<file path="src/rtl/alu_ccr_pkg.sv">
package alu_ccr_pkg;
  localparam int DATA_W  = 8;
  localparam int IDX_W   = 2 * DATA_W;
  localparam int CCR_W   = 8;
  localparam int FLAG_N  = 5;

  // register bit positions
  localparam int POS_C = 0;
  localparam int POS_V = 1;
  localparam int POS_Z = 2;
  localparam int POS_N = 3;
  localparam int POS_I = 4;
  localparam int POS_H = 5;
  localparam int POS_X = 6;
  localparam int POS_S = 7;

  localparam logic [CCR_W-1:0] CCR_RESET = 8'hD0;

  typedef enum logic [3:0] {
    OP_ADD   = 4'd0,
    OP_SUB   = 4'd1,
    OP_CMP   = 4'd2,
    OP_AND   = 4'd3,
    OP_OR    = 4'd4,
    OP_XOR   = 4'd5,
    OP_LOAD  = 4'd6,
    OP_ROL   = 4'd7,
    OP_ROR   = 4'd8,
    OP_INC16 = 4'd9,
    OP_DEC16 = 4'd10,
    OP_PASS  = 4'd11
  } alu_op_e;

  // flag vector index i maps to register bit flag_pos(i): {H,N,Z,V,C}
  typedef struct packed {
    logic h;
    logic n;
    logic z;
    logic v;
    logic c;
  } flags_t;

  function automatic int flag_pos(input int i);
    return (i == FLAG_N - 1) ? POS_H : i;
  endfunction
endpackage

</file>
<file path="src/rtl/alu_flag_mask.sv">
module alu_flag_mask
  import alu_ccr_pkg::*;
(
  input  alu_op_e op,
  output flags_t  wmask
);
  always_comb begin
    unique case (op)
      OP_ADD:                   wmask = '{h: 1'b1, n: 1'b1, z: 1'b1, v: 1'b1, c: 1'b1};
      OP_SUB, OP_CMP,
      OP_ROL, OP_ROR:           wmask = '{h: 1'b0, n: 1'b1, z: 1'b1, v: 1'b1, c: 1'b1};
      OP_AND, OP_OR, OP_XOR,
      OP_LOAD:                  wmask = '{h: 1'b0, n: 1'b1, z: 1'b1, v: 1'b1, c: 1'b0};
      OP_INC16, OP_DEC16:       wmask = '{h: 1'b0, n: 1'b0, z: 1'b1, v: 1'b0, c: 1'b0};
      default:                  wmask = '0;
    endcase
  end
endmodule

</file>
<file path="src/rtl/alu_datapath.sv">
module alu_datapath
  import alu_ccr_pkg::*;
#(
  parameter int DW = DATA_W,
  localparam int IW = 2 * DW
) (
  input  alu_op_e        op,
  input  logic [DW-1:0]  a,
  input  logic [DW-1:0]  b,
  input  logic           cin,
  input  logic           c_cur,
  output logic [IW-1:0]  res,
  output logic           res_we,
  output flags_t         cand
);
  localparam int HB = DW / 2;

  logic [DW:0]   sum_w;
  logic [DW:0]   dif_w;
  logic [HB:0]   half_w;
  logic          sub_cin;
  logic [IW-1:0] idx_w;
  logic [DW-1:0] r8;
  logic          c_new;
  logic          v_new;

  assign sub_cin = (op == OP_SUB) ? cin : 1'b0;
  assign sum_w   = {1'b0, a} + {1'b0, b} + {{DW{1'b0}}, cin};
  assign dif_w   = {1'b0, a} - {1'b0, b} - {{DW{1'b0}}, sub_cin};
  assign half_w  = {1'b0, a[HB-1:0]} + {1'b0, b[HB-1:0]} + {{HB{1'b0}}, cin};
  assign idx_w   = {b, a};

  always_comb begin
    r8     = a;
    c_new  = c_cur;
    v_new  = 1'b0;
    res_we = 1'b1;
    res    = '0;
    unique case (op)
      OP_ADD: begin
        r8    = sum_w[DW-1:0];
        c_new = sum_w[DW];
        v_new = (a[DW-1] == b[DW-1]) && (sum_w[DW-1] != a[DW-1]);
      end
      OP_SUB, OP_CMP: begin
        r8     = dif_w[DW-1:0];
        c_new  = dif_w[DW];
        v_new  = (a[DW-1] != b[DW-1]) && (dif_w[DW-1] != a[DW-1]);
        res_we = (op == OP_SUB);
      end
      OP_AND:  r8 = a & b;
      OP_OR:   r8 = a | b;
      OP_XOR:  r8 = a ^ b;
      OP_ROL: begin
        r8    = {a[DW-2:0], c_cur};
        c_new = a[DW-1];
        v_new = r8[DW-1] ^ c_new;
      end
      OP_ROR: begin
        r8    = {c_cur, a[DW-1:1]};
        c_new = a[0];
        v_new = r8[DW-1] ^ c_new;
      end
      default: r8 = a;
    endcase

    if (op == OP_INC16)      res = idx_w + 1'b1;
    else if (op == OP_DEC16) res = idx_w - 1'b1;
    else                     res = {{DW{1'b0}}, r8};
  end

  assign cand.h = half_w[HB];
  assign cand.n = r8[DW-1];
  assign cand.z = (res == '0);
  assign cand.v = v_new;
  assign cand.c = c_new;
endmodule

</file>
<file path="src/rtl/alu_ccr_reg.sv">
module alu_ccr_reg
  import alu_ccr_pkg::*;
(
  input  logic             clk,
  input  logic             rst_n,
  input  logic             upd,
  input  flags_t           wmask,
  input  flags_t           cand,
  input  logic             err,
  input  logic             mask_we,
  input  logic [2:0]       mask_din,
  output logic [CCR_W-1:0] ccr_q
);
  logic [FLAG_N-1:0] wm_v;
  logic [FLAG_N-1:0] cd_v;
  logic [CCR_W-1:0]  flag_d;
  logic [CCR_W-1:0]  ccr_d;

  assign wm_v = wmask;
  assign cd_v = cand;

  for (genvar gi = 0; gi < CCR_W; gi++) begin : g_bit
    if (gi == POS_I || gi == POS_X || gi == POS_S) begin : g_mask_bit
      assign flag_d[gi] = ccr_q[gi];
    end else begin : g_flag_bit
      localparam int FI = (gi == POS_H) ? FLAG_N - 1 : gi;
      assign flag_d[gi] = (upd && wm_v[FI]) ? cd_v[FI] : ccr_q[gi];
    end
  end

  always_comb begin
    ccr_d = flag_d;
    if (err) ccr_d[POS_C] = 1'b1;
    if (mask_we) begin
      ccr_d[POS_S] = mask_din[2];
      ccr_d[POS_X] = mask_din[1];
      ccr_d[POS_I] = mask_din[0];
    end
  end

  always_ff @(posedge clk or negedge rst_n) begin
    if (!rst_n) ccr_q <= CCR_RESET;
    else        ccr_q <= ccr_d;
  end


  idle_hold_chk: assert property (@(posedge clk) disable iff (!rst_n)
    (!upd && !err && !mask_we) |=> (ccr_q == $past(ccr_q)));


  err_sets_c_chk: assert property (@(posedge clk) disable iff (!rst_n)
    err |=> ccr_q[POS_C]);


  mask_load_chk: assert property (@(posedge clk) disable iff (!rst_n)
    mask_we |=> ({ccr_q[POS_S], ccr_q[POS_X], ccr_q[POS_I]} == $past(mask_din)));


  nomask_hold_chk: assert property (@(posedge clk) disable iff (!rst_n)
    (upd && (wmask == '0) && !err && !mask_we) |=> (ccr_q == $past(ccr_q)));
endmodule

</file>
<file path="src/rtl/alu_ccr.sv">
module alu_ccr
  import alu_ccr_pkg::*;
(
  input  logic                 clk,
  input  logic                 rst_n,
  input  logic                 in_valid,
  input  logic [3:0]           op,
  input  logic [DATA_W-1:0]    opa,
  input  logic [DATA_W-1:0]    opb,
  input  logic                 cin,
  input  logic                 err_strobe,
  input  logic                 mask_we,
  input  logic [2:0]           mask_din,
  output logic [IDX_W-1:0]     res,
  output logic                 res_we,
  output logic [CCR_W-1:0]     ccr,
  output logic                 irq_mask
);
  alu_op_e       op_e;
  flags_t        wmask;
  flags_t        cand;
  logic [IDX_W-1:0] res_c;
  logic          we_c;
  logic [IDX_W-1:0] res_q;
  logic          res_we_q;
  logic [CCR_W-1:0] ccr_q;

  assign op_e = alu_op_e'(op);

  alu_flag_mask u_mask (
    .op    (op_e),
    .wmask (wmask)
  );

  alu_datapath #(.DW(DATA_W)) u_dp (
    .op     (op_e),
    .a      (opa),
    .b      (opb),
    .cin    (cin),
    .c_cur  (ccr_q[POS_C]),
    .res    (res_c),
    .res_we (we_c),
    .cand   (cand)
  );

  alu_ccr_reg u_reg (
    .clk      (clk),
    .rst_n    (rst_n),
    .upd      (in_valid),
    .wmask    (wmask),
    .cand     (cand),
    .err      (err_strobe),
    .mask_we  (mask_we),
    .mask_din (mask_din),
    .ccr_q    (ccr_q)
  );

  always_ff @(posedge clk or negedge rst_n) begin
    if (!rst_n) begin
      res_q    <= '0;
      res_we_q <= 1'b0;
    end else begin
      res_we_q <= in_valid && we_c;
      if (in_valid && we_c) res_q <= res_c;
    end
  end

  assign res      = res_q;
  assign res_we   = res_we_q;
  assign ccr      = ccr_q;
  assign irq_mask = ccr_q[POS_I];


  cmp_no_write_chk: assert property (@(posedge clk) disable iff (!rst_n)
    (in_valid && op_e == OP_CMP) |=> !res_we);


  idx_only_z_chk: assert property (@(posedge clk) disable iff (!rst_n)
    (in_valid && (op_e == OP_INC16 || op_e == OP_DEC16) && !err_strobe && !mask_we)
      |=> ((ccr & ~(8'h1 << POS_Z)) == ($past(ccr) & ~(8'h1 << POS_Z))));


  logic_hold_chk: assert property (@(posedge clk) disable iff (!rst_n)
    (in_valid && (op_e == OP_AND || op_e == OP_OR || op_e == OP_XOR) && !err_strobe)
      |=> (ccr[POS_C] == $past(ccr[POS_C]) && ccr[POS_H] == $past(ccr[POS_H]) && !ccr[POS_V]));


  idle_no_we_chk: assert property (@(posedge clk) disable iff (!rst_n)
    !in_valid |=> !res_we);
endmodule

</file>
<file path="config.mk">
export PLATFORM = sky130hd
export DESIGN_NAME = alu_ccr
export DESIGN_NICKNAME = d
export VERILOG_FILES = /design/src/rtl/alu_ccr_pkg.sv /design/src/rtl/alu_flag_mask.sv /design/src/rtl/alu_datapath.sv /design/src/rtl/alu_ccr_reg.sv /design/src/rtl/alu_ccr.sv
export SDC_FILE = /design/constraint.sdc
export NUM_CORES = 1
export LEC_CHECK = 0
export CELL_PAD_IN_SITES_DETAIL_PLACEMENT = 1
export CELL_PAD_IN_SITES_GLOBAL_PLACEMENT = 1
export CORE_MARGIN = 8
export CORE_UTILIZATION = 35
export DETAILED_ROUTE_END_ITERATION = 7
export DONT_BUFFER_PORTS = 1
export PLACE_DENSITY_LB_ADDON = 0.1
export SKIP_CTS_REPAIR_TIMING = 1
export SYNTH_ARGS = -nofsm -noshare
export SYNTH_HDL_FRONTEND = slang
export SYNTH_SLANG_ARGS = --single-unit
</file>
<file path="constraint.sdc">
create_clock -name clk -period 1.8 [get_ports clk]
set_input_delay 0.18 -clock clk [delete_from_list [all_inputs] [get_ports clk]]
set_output_delay 0.18 -clock clk [all_outputs]
set_load 0.03 [all_outputs]
</file>
# Word-level counts from Yosys, hierarchy flattened
# Memory sizes are Yosys's and may differ from the RTL's.
# Index checks and enable logic that the tools add are counted.
# word_totals
regBits	25
n_memories	1
word_cells	58
romBits	80
# op_classes
n_reduce_logical	14
n_mux	9
n_eq_ne	13
n_addsub	8
n_bitwise	5
# mem_list
memory	depth	word_bits	read_ports	rd_ports_with_merged_regs	write_ports	line	source
(name not given)	16	5	1	0	0	alu_flag_mask.sv:8	unique case (op)
# op_table
op	n
$pmux W8 S7	1
$mux W16	2
$add A16 B1 Y16 const B	1
$logic_not A16 Y1	1
$sub A16 B1 Y16 const B	1
$eq A4 B3 Y1 const B	3
$eq A4 B4 Y1 const B	3
$add A8 B8 Y9	1
$add A9 B1 Y9	1
$sub A8 B8 Y9	1
$sub A9 B1 Y9	1
$and A8 B8 Y8	1
$eq A4 B2 Y1 const B	2
$logic_and A1 B1 Y1	8
$or A8 B8 Y8	1
$pmux W1 S4	2
$xor A8 B8 Y8	1
$add A4 B4 Y5	1
$add A5 B1 Y5	1
$reduce_bool A5 Y1	1
$eq A4 B1 Y1 const B	1
$logic_not A4 Y1	1
$mux W1	4
$ne A1 B1 Y1	3
other kinds (5)	6

# Logic depth before layout (Yosys ltp)
# Gate-level depths: netlist (run 1).
# logic_depth
word_depth	7
mapped_depth	15
ltp_nobuf	13

# Cells and area by module
# Synthesis (run 1) repeated with hierarchy kept, for this count alone.
# hier_totals
hier_cells	488
hier_area_um2	3867.5
# modules_own_cells
module	cells_each	area_per_inst_um2	instances
alu_datapath	421	2805.2	1
alu_ccr	37	681.9	1
alu_ccr_reg	21	315.3	1
alu_flag_mask	9	65.1	1

# Worst setup path after synthesis (run 1)
# Ideal clock, no wire load.
# synth_timing
path_type	input -> register
start	input op[0]
end	register u_reg.ccr_q[2]
arrival_ns	3.646
path_stages	14
n_path_buf	3
required_time_ns	1.705
setup_slack_ns	-1.941
setup_time_ns	0.095
cell_sequence	clkbuf_1 > clkbuf_1 > buf_1 > nand4_1 > fa_1 > fa_1 > o21a_1 > o2bb2ai_1 > mux2i_1 > a211oi_1 > a211oi_1 > nand4_1 > or4_1 > o31ai_1
# synth_via
elab_chain_cells	7
elab_cells_between_ends	19
cone_classes	add/sub: 1; eq/ne: 9; mux: 4; reduce/logical: 4; memory: 1
# synth_rtl
element	line	source
start, declared	alu_ccr.sv:7	input logic [3:0] op,
$eq A4 B1 Y1	alu_datapath.sv:27, alu_datapath.sv:39	
$mux W1	alu_datapath.sv:27	assign sub_cin = (op == OP_SUB) ? cin : 1'b0;
$sub A9 B1 Y9	alu_datapath.sv:29	assign dif_w = {1'b0, a} - {1'b0, b} - {{DW{1'b0}}, sub_cin};
$pmux W8 S7	alu_datapath.sv:39	unique case (op)
$mux W16	alu_datapath.sv:68	else if (op == OP_DEC16) res = idx_w - 1'b1;
$mux W16	alu_datapath.sv:67	if (op == OP_INC16) res = idx_w + 1'b1;
$logic_not A16 Y1	alu_datapath.sv:74	assign cand.z = (res == '0);
end signal, assigned	alu_ccr_reg.sv:43	else ccr_q <= ccr_d;
end, declared	alu_ccr_reg.sv:12	output logic [CCR_W-1:0] ccr_q
# Parallel ways exist; a longest one is shown, timed or not.
# A chain may end at the register's enable or synchronous reset.

# Worst setup path in the final report (run 1)
# layout_timing
start	input op[3]
end	register u_reg.ccr_q[2]
# Same word-level chain as after synthesis.

==> results by stage, run 1 <==
Timing:
- The smallest clock period supported by the final layout is computed as 2.84 ns.
- The final count of pins violating max slew is 0.
- The post-route setup TNS is -7.29 ns.
- The fmax is 352 MHz.
- The number of failing hold endpoints at the final stage is 0.
- The final critical path takes up 158% of the cycle.
- Setup repair after global routing could not meet its margin everywhere.
- Across the routed clock network, the largest skew measured is 0.00691 ns.
- The worst slew margin relative to its limit is 62.5%.
- The slew at the pin closest to its max-slew limit is 0.557 ns.
- After layout, the worst setup slack is -1.04 ns.
- The count of final setup violators is 15.

Pwr:
- The power density over the cells is 490 nW/um^2.
- Summing internal, switching and leakage power gives 2480 uW.
- The worst-case vdd ir drop is 0.318 mV.
- Summed over all cells, the static leakage comes to 0.00214 uW.

Yosys:
- Synthesis produced 454 cells.
- By area the synthesized netlist is led by sky130_fd_sc_hd__dfrtp_1 (16%), sky130_fd_sc_hd__ha_1 (12%), sky130_fd_sc_hd__o21ai_0 (6.1%).
- In this run, synthesis produced a sequential element count of 25.
- Sorting the synthesized cells by how often they occur yields sky130_fd_sc_hd__o21ai_0 (43), sky130_fd_sc_hd__ha_1 (34), sky130_fd_sc_hd__a21oi_1 (31), sky130_fd_sc_hd__inv_1 (31), sky130_fd_sc_hd__nand2_1 (27).
- The portion of synthesized cell area occupied by the leading cell type is 15.7%.
- The number of nets in the synthesized netlist is 521.
- Sequential elements use 18.0% of the synthesized area.
- The post-synthesis cell type count is 70.
- The summed instance area of the synthesized netlist is 3500 sq um.
- sky130_fd_sc_hd__dfrtp_1 takes more of the synthesized area than any other cell.
- After synthesis, the share of flip-flops with an asynchronous set or reset is 100%.
- Among all cell types in the netlist, the one instantiated most often is sky130_fd_sc_hd__o21ai_0.
- Yosys printed 0 warnings.
- The synthesized design contains 0 enable-type register cells.
- The average instance in the mapped netlist occupies 7.72 sq um.
- The most frequently used flop master after synthesis is sky130_fd_sc_hd__dfrtp_1.

Floorplanning:
- The initial cell density of the core is 36.0%.
- The die covers 13500 sq um.
- The die extent in y is 116 um.
- The number of primary I/O pins is 55.
- The floorplan has 36 rows.
- The die is 116 um wide.
- After floorplanning, the core was sized to cover 9730 sq um.

Place:
- The post-DP HPWL is 12800 um.
- The total placed cells including tap cells is 685.
- The weighted congestion reported at the end of routability-driven placement is 0.912.
- Buffers placed on the I/O ports in this run total 0.

Worst setup path:
- The required time at the worst-slack endpoint is 1.99 ns.
- The launching element type of the critical path is an input port.
- The data arrival time of the worst path is 3.03 ns.
- The endpoint kind of the worst setup timing path is a flop.
- Together, buffers and inverters on the worst path number 1.
- The cell with the largest stage delay on the worst path is sky130_fd_sc_hd__fa_2.
- The maximum fanout encountered on the critical timing path is 38.
- Traced cell by cell, the critical path runs through nor2_4 > nand4_1 > fa_2 > inv_2 > ha_4 > o21ai_2 > and3b_1 > nor3_1 > a211oi_2 > o21ai_2 > or4_4 > or4_4 > o31ai_2.
- The critical path is of the input port to flop type.
- The largest single stage delay on the critical path is 0.59 ns.
- The family with the most delay on the worst path is simple AND/OR/NAND/NOR gates.

Layout:
- After the flow finishes, the layout carries non-filler instances totaling 695.
- The ratio of cells with drive above 1 in the final layout is 40.4%.
- The antenna diode instance count is 0.
- Compared with the post-synthesis result, the final layout area differs by 44.4%.
- In the final design database the tool counted 630 nets.

Route:
- The routed length per instance is 23.0 um.
- Once detail routing completed, the nets flagged for antenna violations numbered 0.
- The initial DRC count is 262.
- The total vias in the final route is 4157.
- The sum of routed wire length over all layers is 16000 um.
- The pre-antenna-repair detailed-routing pass consisted of 4 iterations.
- The per-cell via count in the routed design is 5.98.
- After detailed routing, the number of remaining DRC violations is 0.

Global route:
- The via count of the first global-routing pass is 4338.
- Across every metal layer, demand over resource in global routing totals 23.2%.
- The number of antenna violations at the first check in global routing is 0.
- The pin count of the biggest net entering global routing is 39.
- The total overflow left after global routing is 0.
- The global-route wire length before repair is 24100 um.

Min path:
- The path class of the tightest hold or removal check is input port to flop.

Clock network:
- The clock passes through at most 2 buffers.
- For the worst-skew pair, the clock arrives at the later sink with an insertion delay of 0.27 ns.
- The count of clock tree sinks is 25.
- TritonCTS created 3 clock buffers.
- The clock slew seen by the registers of the worst setup and hold paths is 0.10 ns.
- TritonCTS built the clock tree.
- The maximum level of the CTS H-tree is 1.
- The root buffer selected by CTS is sky130_fd_sc_hd__clkbuf_8.

Status:
- The final reports fail on negative setup slack.
- The run finished, with violations left.

Flow run:
- Across the run, the number of max-cap violations was 0.
-- cell type report --
class                      instances  area [sq um]
clock buffer                       3          41.3
tap                              133           166
inverter                          32           134
multi-input combinational        366          3000
clock inverter                     1          7.51
sequential                        25           629
fill                            1218          4670
timing repair buffer             135          1070
-- placed cells by master (no fill, tap or decap), types with 4 or more instances in the layout --
cell type                  count
sky130_fd_sc_hd__ha_4          4
sky130_fd_sc_hd__nand2_1      27
sky130_fd_sc_hd__a22oi_1       5
sky130_fd_sc_hd__nand4_1       5
sky130_fd_sc_hd__buf_6         5
sky130_fd_sc_hd__o21a_1        4
sky130_fd_sc_hd__buf_4       125
sky130_fd_sc_hd__ha_1         30
sky130_fd_sc_hd__or3_4         4
sky130_fd_sc_hd__or3_1         5
sky130_fd_sc_hd__xor2_1        5
sky130_fd_sc_hd__xnor2_1      10
sky130_fd_sc_hd__nor2b_1       7
sky130_fd_sc_hd__or2_2         5
sky130_fd_sc_hd__mux2_4        5
sky130_fd_sc_hd__o21ai_1       4
sky130_fd_sc_hd__o21ai_0      30
sky130_fd_sc_hd__nor2_1       23
sky130_fd_sc_hd__a21oi_1      28
sky130_fd_sc_hd__inv_1        25
sky130_fd_sc_hd__a221oi_1      4
sky130_fd_sc_hd__nand2b_1      6
sky130_fd_sc_hd__a211oi_2      6
sky130_fd_sc_hd__nand3_1      11
sky130_fd_sc_hd__a31oi_1      11
sky130_fd_sc_hd__nor3_1       15
sky130_fd_sc_hd__o21ai_2       9
sky130_fd_sc_hd__o211ai_1      4
sky130_fd_sc_hd__mux2_2        9
sky130_fd_sc_hd__o22ai_1       6
sky130_fd_sc_hd__dfrtp_1      22
-- where the power goes --
group	internal (uW)	switching, uW
Combinational	673	617
Clock	157	193
Sequential	636	201
-- per-stage QoR --
| stage | hold slack, ns | cell area [sq um] | util, % | setup slack (ns) |
|---|---|---|---|---|
| floorplan | -0.116 | 3680 | - | -1.29 |
| global placement | -0.115 | 4670 | 48.0 | -1.26 |
| detailed placement | -0.115 | 4670 | 48.0 | -1.45 |
| CTS | -0.419 | 4720 | 48.5 | -1.16 |
| global route | 0.0359 | 5060 | 52.0 | -1.09 |
| finish | 0.0481 | 5060 | 52.0 | -1.04 |
-- worst reg2reg max path, delay by kind of cell (launching register included) --
kind,cells,cell delay [ns]
flops,1,0.44
compound gates,5,1.07
simple gates,2,0.65
-- layer usage --
metal | GRT usage, % | wire (um) | vias up
met5 | 0 | 0 | -
met4 | 8.04 | 541 | 0
met3 | 3.65 | 1150 | 32
met2 | 38.2 | 7680 | 169
met1 | 29.8 | 6630 | 2047
li1 | - | - | 1909
-- worst paths after layout --
path	start	endpoint	slack (ns)	cells past startpoint
setup / recovery	op[3]	u_reg.ccr_q[2]	-1.04	13
hold / removal	mask_din[1]	u_reg.ccr_q[6]	0.05	1
setup reg to reg	u_reg.ccr_q[0]	u_reg.ccr_q[2]	-0.43	7
hold reg to reg	res[15]	res[15]	0.69	2
max in group asynchronous	rst_n	u_reg.ccr_q[4]	1.23	2
min in group asynchronous	rst_n	u_reg.ccr_q[3]	0.34	2
-- cells by family after synthesis --
group | share of synthesized area (%)
AND/OR/NAND/NOR | 21.9
multiplexers | 5.64
flip-flops | 18.0
AO/OA/AOI/OAI | 29.0
XOR/XNOR | 3.75
buffers and inverters | 7.32
adder cells (fa/ha/maj) | 14.4
-- registers in the layout, indices dropped and copies added, names as in the netlist --
signal,cells
res,16
res_we,1
u_reg.ccr_q,8
Note: power is estimated with default switching activity, not from simulation.
==> run 2, diff against run 1 <==
--- a/config.mk
+++ b/config.mk
@@ -5,6 +5,7 @@
 export SDC_FILE = /design/constraint.sdc
 export NUM_CORES = 1
 export LEC_CHECK = 0
+export ABC_AREA = 1
 export CELL_PAD_IN_SITES_DETAIL_PLACEMENT = 1
 export CELL_PAD_IN_SITES_GLOBAL_PLACEMENT = 1
 export CORE_MARGIN = 8
==> results by stage, run 2 <==
Timing:
- The slew at the pin closest to its max-slew limit is 0.523 ns (-0.0341 ns).
- The final critical path time including I/O delays and setup was 2.04 ns (-0.803 ns).
- The post-route setup TNS is -1.29 ns (+6.00 ns).
- The worst slew margin relative to its limit is 65.1% (+2.6 points).
- The worst clock skew is 0.000571 ns (-0.00634 ns).
- The number of failing hold endpoints at the final stage is 0 (unchanged).
- The fmax is 490 MHz (+39%).
- The post-route clock period utilization was 113% (-45 points).
- The final hold slack is 0.0218 ns (-0.0264 ns).
- Setup repair after global routing could not meet its margin everywhere.
- The count of final setup violators was 11 (-4).
- The post-route worst setup slack is -0.239 ns (+0.803 ns).
- The final count of pins violating max slew is 0 (unchanged).

Route:
- The sum of routed wire length over all layers is 16200 um (+1.3%).
- The per-cell via count in the routed design is 5.27 (-12%).
- The first-pass iteration count of the detailed router is 4 (unchanged).
- The count of antenna-violating nets left after detailed routing came to 0 (unchanged).
- The total vias in the final route is 4419 (+6.3%).
- The routed length per instance was 19.3 um (-16%).
- The number of remaining DRC errors was 0 (unchanged).
- The initial DRC count is 268 (+2.3%).

Worst setup path:
- The slack of the worst reg-to-reg path is 0.26 ns (+0.69 ns).
- The worst setup path is of the input port to flop kind.
- The logic depth of the worst register-to-register path came to 11 (+4).
- The required time at the worst-slack endpoint is 1.96 ns (-0.03 ns).
- STA classifies the critical path endpoint as a flop.
- STA classifies the critical path startpoint as an input port.
- The endpoint identified for the worst register-to-register timing path is u_reg.ccr_q[2].
- The data arrival time of the worst path is 2.20 ns (-0.83 ns).
- The maximum fanout encountered on the critical timing path is 6 (-84%).
- The startpoint identified for the worst register-to-register timing path is u_reg.ccr_q[0].

Place:
- The post-place setup slack is -0.623 ns (+0.824 ns).
- The post-DP HPWL is 13500 um (+5.4%).
- The count of buffers inserted at the top-level ports is 0 (unchanged).
- The placement-stage cell area is 4460 sq um (-4.5%).
- The weighted congestion reported at the end of routability-driven placement was 0.973 (+6.7%).

Global route:
- The number of antenna violations at the first check in global routing came to 0 (unchanged).
- The global-route wire length before repair is 25100 um (+4.1%).
- The via count of the first global-routing pass came to 4490 (+3.5%).
- The pin count of the biggest net entering global routing was 26 (-33%).
- The total global routing overflow is 0 (unchanged).
- The total global-route track usage is 22.0% (-1.2 points).

Layout:
- The ratio of cells with drive above 1 in the final layout was 27.0% (-13 points).
- The antenna diode instance count is 0 (unchanged).
- The final layout net count is 771 (+22%).
- The number of flip-flops under the largest register name is 16 (unchanged).
- The library cells used most frequently in the layout, excluding fill and tap cells, are sky130_fd_sc_hd__nand2_1 (181), sky130_fd_sc_hd__buf_4 (83), sky130_fd_sc_hd__inv_1 (72), sky130_fd_sc_hd__nor2_1 (59), sky130_fd_sc_hd__nand3_1 (59).
- Compared with the post-synthesis result, the final layout area differs by 28.7%.
- The most frequent standard cell in the layout excluding fill and tap cells is sky130_fd_sc_hd__nand2_1.
- The core occupancy in the finished layout is 46.3% (-5.6 points).
- The number of fill cells is 1391 (+14%).
- The total non-filler cell area in the finished layout is 4780 sq um (-5.4%).

Clock network:
- The clock slew seen by the registers of the worst setup and hold paths is 0.09 ns (about the same).
- The worst-case clock buffer depth is 2 (unchanged).
- The maximum level of the CTS H-tree was 1 (unchanged).
- The clock buffer count from CTS is 3 (unchanged).
- The cell sitting at the root of the clock tree is a sky130_fd_sc_hd__clkbuf_8.
- The clock insertion delay at the later pin of the skew report is 0.26 ns (about the same).
- The CTS tree is built.
- The count of clock tree sinks is 25 (unchanged).

Yosys:
- The number of standard cells after synthesis came to 625 (+38%).
- The post-synthesis sequential area ratio is 16.9% (-1.0 points).
- The number of nets in the synthesized netlist is 692 (+33%).
- Sorting the synthesized cells by area gives the leading types as sky130_fd_sc_hd__nand2_1 (19%), sky130_fd_sc_hd__dfrtp_1 (15%), sky130_fd_sc_hd__ha_1 (11%).
- The average cell area after synthesis is 5.95 sq um (-23%).
- The async set-reset flop share out of synthesis is 100% (unchanged).
- The number of flops mapped to enable cells by yosys is 0 (unchanged).
- The most repeated cell in the gate-level netlist after synthesis is sky130_fd_sc_hd__nand2_1.
- The number of warnings issued by yosys came to 0 (unchanged).
- The summed instance area of the synthesized netlist is 3720 sq um (+6.1%).
- In the synthesized netlist the dominant register cell turns out to be sky130_fd_sc_hd__dfrtp_1.
- The post-synthesis cell type count is 38 (-46%).
- The cell type contributing the most total cell area after synthesis is sky130_fd_sc_hd__nand2_1.
- The synthesis-stage register bit count is 25 (unchanged).
- Ranked by instance count, the synthesized netlist is headed by sky130_fd_sc_hd__nand2_1 (191), sky130_fd_sc_hd__inv_1 (77), sky130_fd_sc_hd__nand3_1 (77).
- The portion of synthesized cell area occupied by the leading cell type came to 19.3% (+3.6 points).

Pwr:
- The net switching fraction of the power is 44.6% (+3.8 points).
- The power spent charging and discharging nets is 1020 uW (+0.91%).
- The worst-case vdd ir drop is 0.462 mV (+45%).
- The relative contribution of sequential cells to total power was 35.4% (+1.6 points).
- The clock network fraction of total power came to 14.8% (+0.6 points).
- The power density over the cells is 478 nW/um^2 (-2.4%).
- The internal portion of total power is 1270 uW (-14%).
- The leakage power of the design is 0.00241 uW (+12%).
- The combinational group share of total power is 49.8% (-2.3 points).

Min path:
- The type of the worst min-delay path is input port to flop.
- The beginning of the worst hold path is err_strobe.
- The number of cells on the worst hold path came to 2 (+1).
- The endpoint of the worst hold-timing path is u_reg.ccr_q[0].

Floorplanning:
- The initial cell density of the core is 36.0% (about the same).
- The die extent in y is 119 um (+2.6%).
- The number of primary I/O pins is 55 (unchanged).
- The horizontal extent of the die came to 119 um (+2.6%).
- The area of the placeable core was 10300 sq um (+6.1%).
- The total die area is 14200 sq um (+5.3%).
- The number of cell rows is 37 (+2.8%).

Status:
- The flow ran to the end, but the final reports show violations.
- The checks that failed: negative setup slack.

Flow run:
- The reported max-cap violation count came to 0 (unchanged).
==> run 2: changes by cell type after synthesis, moves of 9 or more <==
| cell | delta |
|---|---|
| sky130_fd_sc_hd__nand2_1 | +164 |
| sky130_fd_sc_hd__nand3_1 | +66 |
| sky130_fd_sc_hd__inv_1 | +46 |
| sky130_fd_sc_hd__nor2_1 | +39 |
| sky130_fd_sc_hd__clkbuf_1 | -20 |
| sky130_fd_sc_hd__nor3_1 | -13 |
| sky130_fd_sc_hd__mux2_2 | -11 |
| sky130_fd_sc_hd__o21ai_0 | -9 |
| sky130_fd_sc_hd__xnor2_1 | -9 |
==> run 2: how the worst max path moves through the flow <==
stage | cells after the start | end | start | slack [ns]
finish | 14 | u_reg.ccr_q[0] | op[3] | -0.24
global route | 14 | u_reg.ccr_q[0] | op[3] | -0.32
CTS | 20 | u_reg.ccr_q[2] | op[1] | -0.37
detailed placement | 16 | u_reg.ccr_q[0] | op[1] | -0.62
global placement | 17 | u_reg.ccr_q[2] | op[1] | -0.54
floorplan | 19 | u_reg.ccr_q[2] | op[3] | -0.44
==> run 2: cells by family (layout without fill, tap and decap cells) <==
| group | count (synthesis) | after routing | share of synthesized area [%] |
|---|---|---|---|
| muxes | 3 | 3 | 0.908 |
| buffers and inverters | 102 | 180 | 12.0 |
| AOI/OAI and AO/OA | 84 | 84 | 12.3 |
| xor gates and xnor gates | 6 | 6 | 1.41 |
| adders and majority gates | 38 | 38 | 13.6 |
| and+or+nand+nor | 367 | 367 | 42.8 |
| DFF | 25 | 25 | 16.9 |
==> run 2: power groups by stage <==
stage	Sequential [uW]	Combinational [uW]	Clock (uW)
global placement	821	957	0
detailed placement	824	988	0
finish	810	1140	338
CTS	813	993	345
global route	821	1250	358
floorplan	799	606	0
==> run 2: stage by stage <==
stage | total power [uW] | cells
final | 2290 | 839
after global placement | 1780 | 828
after CTS | 2150 | 832
after global routing | 2430 | 839
after detailed placement | 1810 | 828
after floorplan | 1400 | 625
==> run 2: final cells by class <==
class / count / area, sq um / share of cell area, %
multi-input combinational: 498 / 2870 / 60.0
timing repair buffer: 90 / 727 / 15.2
sequential: 25 / 629 / 13.2
inverter: 86 / 340 / 7.11
tap: 136 / 170 / 3.56
clock buffer: 3 / 41.3 / 0.863
clock inverter: 1 / 7.51 / 0.157
==> run 2: metal layers <==
metal / share of wire, % / global-route usage [%] / up-vias
met5: 0 / 0 / -
met4: 1.7 / 4.98 / 0
met3: 4.9 / 3.26 / 16
met2: 47 / 36.7 / 87
met1: 46 / 29.1 / 2156
li1: - / - / 2160
==> run 2: critical path, stage by stage <==
cell	delay, ns
sky130_fd_sc_hd__nor2_4	0.10
sky130_fd_sc_hd__nand3_2	0.09
sky130_fd_sc_hd__fa_2	0.36
sky130_fd_sc_hd__fa_2	0.43
sky130_fd_sc_hd__nand3_2	0.11
sky130_fd_sc_hd__a21oi_1	0.08
sky130_fd_sc_hd__o21ai_1	0.20
sky130_fd_sc_hd__nand2_1	0.15
sky130_fd_sc_hd__nand2_2	0.09
sky130_fd_sc_hd__nand3_1	0.08
sky130_fd_sc_hd__nand2_1	0.08
sky130_fd_sc_hd__o21bai_1	0.07
sky130_fd_sc_hd__o21ai_1	0.11
sky130_fd_sc_hd__nand2_1	0.06
==> run 3, diff against run 2 <==
--- a/config.mk
+++ b/config.mk
@@ -12,7 +12,7 @@
 export CORE_UTILIZATION = 35
 export DETAILED_ROUTE_END_ITERATION = 7
 export DONT_BUFFER_PORTS = 1
-export PLACE_DENSITY_LB_ADDON = 0.1
+export PLACE_DENSITY = 0.74
 export SKIP_CTS_REPAIR_TIMING = 1
 export SYNTH_ARGS = -nofsm -noshare
 export SYNTH_HDL_FRONTEND = slang
==> results by stage, run 3 (same netlist as run 2, synthesis figures left out) <==
Global route:
- The met2 demand-to-capacity share in global routing is 35.8% (-0.88 points).
- The total global-route track usage was 21.3% (-0.70 points).
- The global-route wire length before repair is 24700 um (-1.7%).
- The met3 demand-to-capacity share in global routing came to 4.39% (+1.1 points).
- The via count of the first global-routing pass was 4590 (+2.2%).
- The total global routing overflow is 0 (unchanged).
- The pin count of the biggest net entering global routing was 26 (unchanged).
- The number of antenna violations at the first check in global routing came to 0 (unchanged).
- The met1 usage in global routing came to 26.0% (-3.1 points).
- The layer flagged by global routing as most heavily used is met2.

Worst setup path:
- The slack of the worst reg-to-reg path was 0.16 ns (-0.10 ns).
- The endpoint kind of the worst setup timing path is a flop.
- The data arrival time of the worst path is 2.20 ns (about the same).
- The launching element type of the critical path is an input port.
- In this run the critical register-to-register path is captured at u_reg.ccr_q[2].
- The maximum fanout encountered on the critical timing path was 4 (-2).
- The required time at the worst-slack endpoint is 1.94 ns (-0.02 ns).
- The category of the critical setup timing path is input port to flop.
- The startpoint of the most critical register-to-register path is u_reg.ccr_q[0].
- The logic depth of the worst register-to-register path came to 11 (unchanged).

Status:
- The final reports fail on negative setup slack.
- The run finished, with violations left.

Clock network:
- The CTS tree is built.
- The clock insertion delay at the later pin of the skew report is 0.27 ns (about the same).
- The maximum level of the CTS H-tree is 1 (unchanged).
- The count of clock tree sinks came to 25 (unchanged).
- The root buffer selected by CTS is sky130_fd_sc_hd__clkbuf_8.
- The worst-case clock buffer depth came to 2 (unchanged).
- The clock slew seen by the registers of the worst setup and hold paths is 0.09 ns (about the same).
- The clock buffer count from CTS is 3 (unchanged).

Place:
- The placement-stage cell area is 4410 sq um (-1.1%).
- The count of buffers inserted at the top-level ports is 0 (unchanged).
- The post-place setup slack is -0.663 ns (-0.0404 ns).
- The weighted congestion reported at the end of routability-driven placement is 0.911 (-6.4%).
- The post-DP HPWL is 13000 um (-3.5%).

Floorplanning:
- The area of the placeable core is 10300 sq um (unchanged).
- The horizontal extent of the die is 119 um (unchanged).
- The total die area is 14200 sq um (unchanged).
- The number of cell rows is 37 (unchanged).
- The number of primary I/O pins is 55 (unchanged).
- The die extent in y is 119 um (unchanged).
- The initial cell density of the core came to 36.0% (unchanged).

Timing:
- The fmax is 485 MHz (-1.2%).
- The final count of pins violating max slew came to 0 (unchanged).
- The worst slew margin relative to its limit is 64.8% (-0.33 points).
- The post-route clock period utilization is 115% (+1.3 points).
- The slew at the pin closest to its max-slew limit is 0.523 ns (+0.0000500 ns).
- The final critical path time including I/O delays and setup is 2.06 ns (+0.0239 ns).
- The post-route worst setup slack was -0.263 ns (-0.0239 ns).
- The number of failing hold endpoints at the final stage is 0 (unchanged).
- Setup repair after global routing could not meet its margin everywhere.
- The worst clock skew is 0.000566 ns (-0.00000425 ns).
- The count of final setup violators is 11 (unchanged).
- The post-route setup TNS is -1.47 ns (-0.181 ns).

Layout:
- The number of flip-flops under the largest register name came to 16 (unchanged).
- The ratio of cells with drive above 1 in the final layout is 24.8% (-2.2 points).
- The most frequent standard cell in the layout excluding fill and tap cells is sky130_fd_sc_hd__nand2_1.
- The area growth from synthesis to final layout is 26.1%.
- The total non-filler cell area in the finished layout is 4690 sq um (-2.0%).
- The core occupancy in the finished layout is 45.4% (-0.92 points).
- The library cells used most frequently in the layout, excluding fill and tap cells, are sky130_fd_sc_hd__nand2_1 (178), sky130_fd_sc_hd__buf_4 (80), sky130_fd_sc_hd__inv_1 (73), sky130_fd_sc_hd__nand3_1 (63), sky130_fd_sc_hd__nor2_1 (62).
- The final layout net count is 766 (-0.65%).
- The antenna diode instance count was 0 (unchanged).
- The number of fill cells is 1397 (+0.43%).

Pwr:
- The worst-case vdd ir drop came to 0.486 mV (+5.2%).
- The final total power is 2230 uW (-2.5%).
- The leakage power of the design is 0.00237 uW (-1.4%).
- The power density over the cells came to 476 nW/um^2 (-0.48%).

Route:
- The number of remaining DRC errors is 0 (unchanged).
- The per-cell via count in the routed design is 5.35 (+1.6%).
- The first-pass iteration count of the detailed router is 5 (+1).
- The sum of routed wire length over all layers is 15700 um (-2.9%).
- The count of antenna-violating nets left after detailed routing is 0 (unchanged).
- The initial DRC count was 364 (+36%).
- The total vias in the final route is 4465 (+1.0%).
- The routed length per instance is 18.9 um (-2.3%).

Flow run:
- The reported max-cap violation count is 0 (unchanged).

Min path:
- The number of cells on the worst hold path is 2 (unchanged).
- In this run the worst hold path is classified as input port to flop.
- The beginning of the worst hold path is err_strobe.
- The endpoint of the worst hold-timing path is u_reg.ccr_q[0].
run 3: changes by cell type in the layout (fill, tap and decap cells not counted), sizes merged:
cell	before	now
buf	89	84
clkinv	1	0
inv	85	86
run 3: worst max-delay path by stage:
stage,from,cells past startpoint,slack (ns),to
after CTS,op[1],21,-0.38,u_reg.ccr_q[2]
after global routing,op[2],19,-0.43,u_reg.ccr_q[2]
after detailed placement,op[1],21,-0.66,u_reg.ccr_q[2]
after global placement,op[1],21,-0.61,u_reg.ccr_q[2]
after floorplan,op[3],19,-0.44,u_reg.ccr_q[2]
final,op[1],20,-0.26,res[3]
run 3: power by group:
part / leakage [uW] / internal [uW] / switching [uW] / total [uW]
clock: 0.0000217 / 158 / 196 / 353
sequential: 0.000304 / 629 / 181 / 810
combinational: 0.00205 / 446 / 622 / 1070
run 3: layout make-up:
| type | count | area, sq um | area share (%) |
|---|---|---|---|
| Tap cell | 136 | 170 | 3.63 |
| Inverter | 86 | 330 | 7.04 |
| Timing Repair Buffer | 85 | 673 | 14.4 |
| Clock buffer | 3 | 41.3 | 0.880 |
| Clock inverter | 1 | 7.51 | 0.160 |
| Sequential cell | 25 | 629 | 13.4 |
| Multi-Input combinational cell | 498 | 2840 | 60.5 |
run 3: metrics by stage:
step                      hold WS (ns)  instances
after floorplan                 -0.116        625
final                           0.0272        834
after global routing            0.0273        834
after global placement          -0.115        823
after CTS                       -0.420        827
after detailed placement        -0.115        823
run 3: worst max-delay path, stage by stage:
cell and delay [ns]:
sky130_fd_sc_hd__inv_4 0.04, sky130_fd_sc_hd__nand2_4 0.05, sky130_fd_sc_hd__inv_4 0.05, sky130_fd_sc_hd__nand3_2 0.06, sky130_fd_sc_hd__fa_2 0.58, sky130_fd_sc_hd__inv_2 0.06
sky130_fd_sc_hd__ha_4 0.15, sky130_fd_sc_hd__inv_2 0.04, sky130_fd_sc_hd__nand2_2 0.06, sky130_fd_sc_hd__nand2_2 0.06, sky130_fd_sc_hd__nand2_2 0.07, sky130_fd_sc_hd__or2_4 0.23
sky130_fd_sc_hd__nand3_2 0.06, sky130_fd_sc_hd__nand3_2 0.06, sky130_fd_sc_hd__nand2_2 0.07, sky130_fd_sc_hd__nand2_2 0.04, sky130_fd_sc_hd__nand2_2 0.07, sky130_fd_sc_hd__buf_4 0.11
sky130_fd_sc_hd__buf_4 0.09, sky130_fd_sc_hd__o21ai_0 0.06
run 3: routing by layer:
layer / vias up / part of all wire (%) / wire (um)
met1: 2139 / 42 / 6620
met4: 0 / 3.5 / 545
met5: - / 0 / 0
met3: 29 / 7.8 / 1220
li1: 2145 / - / -
met2: 152 / 47 / 7350
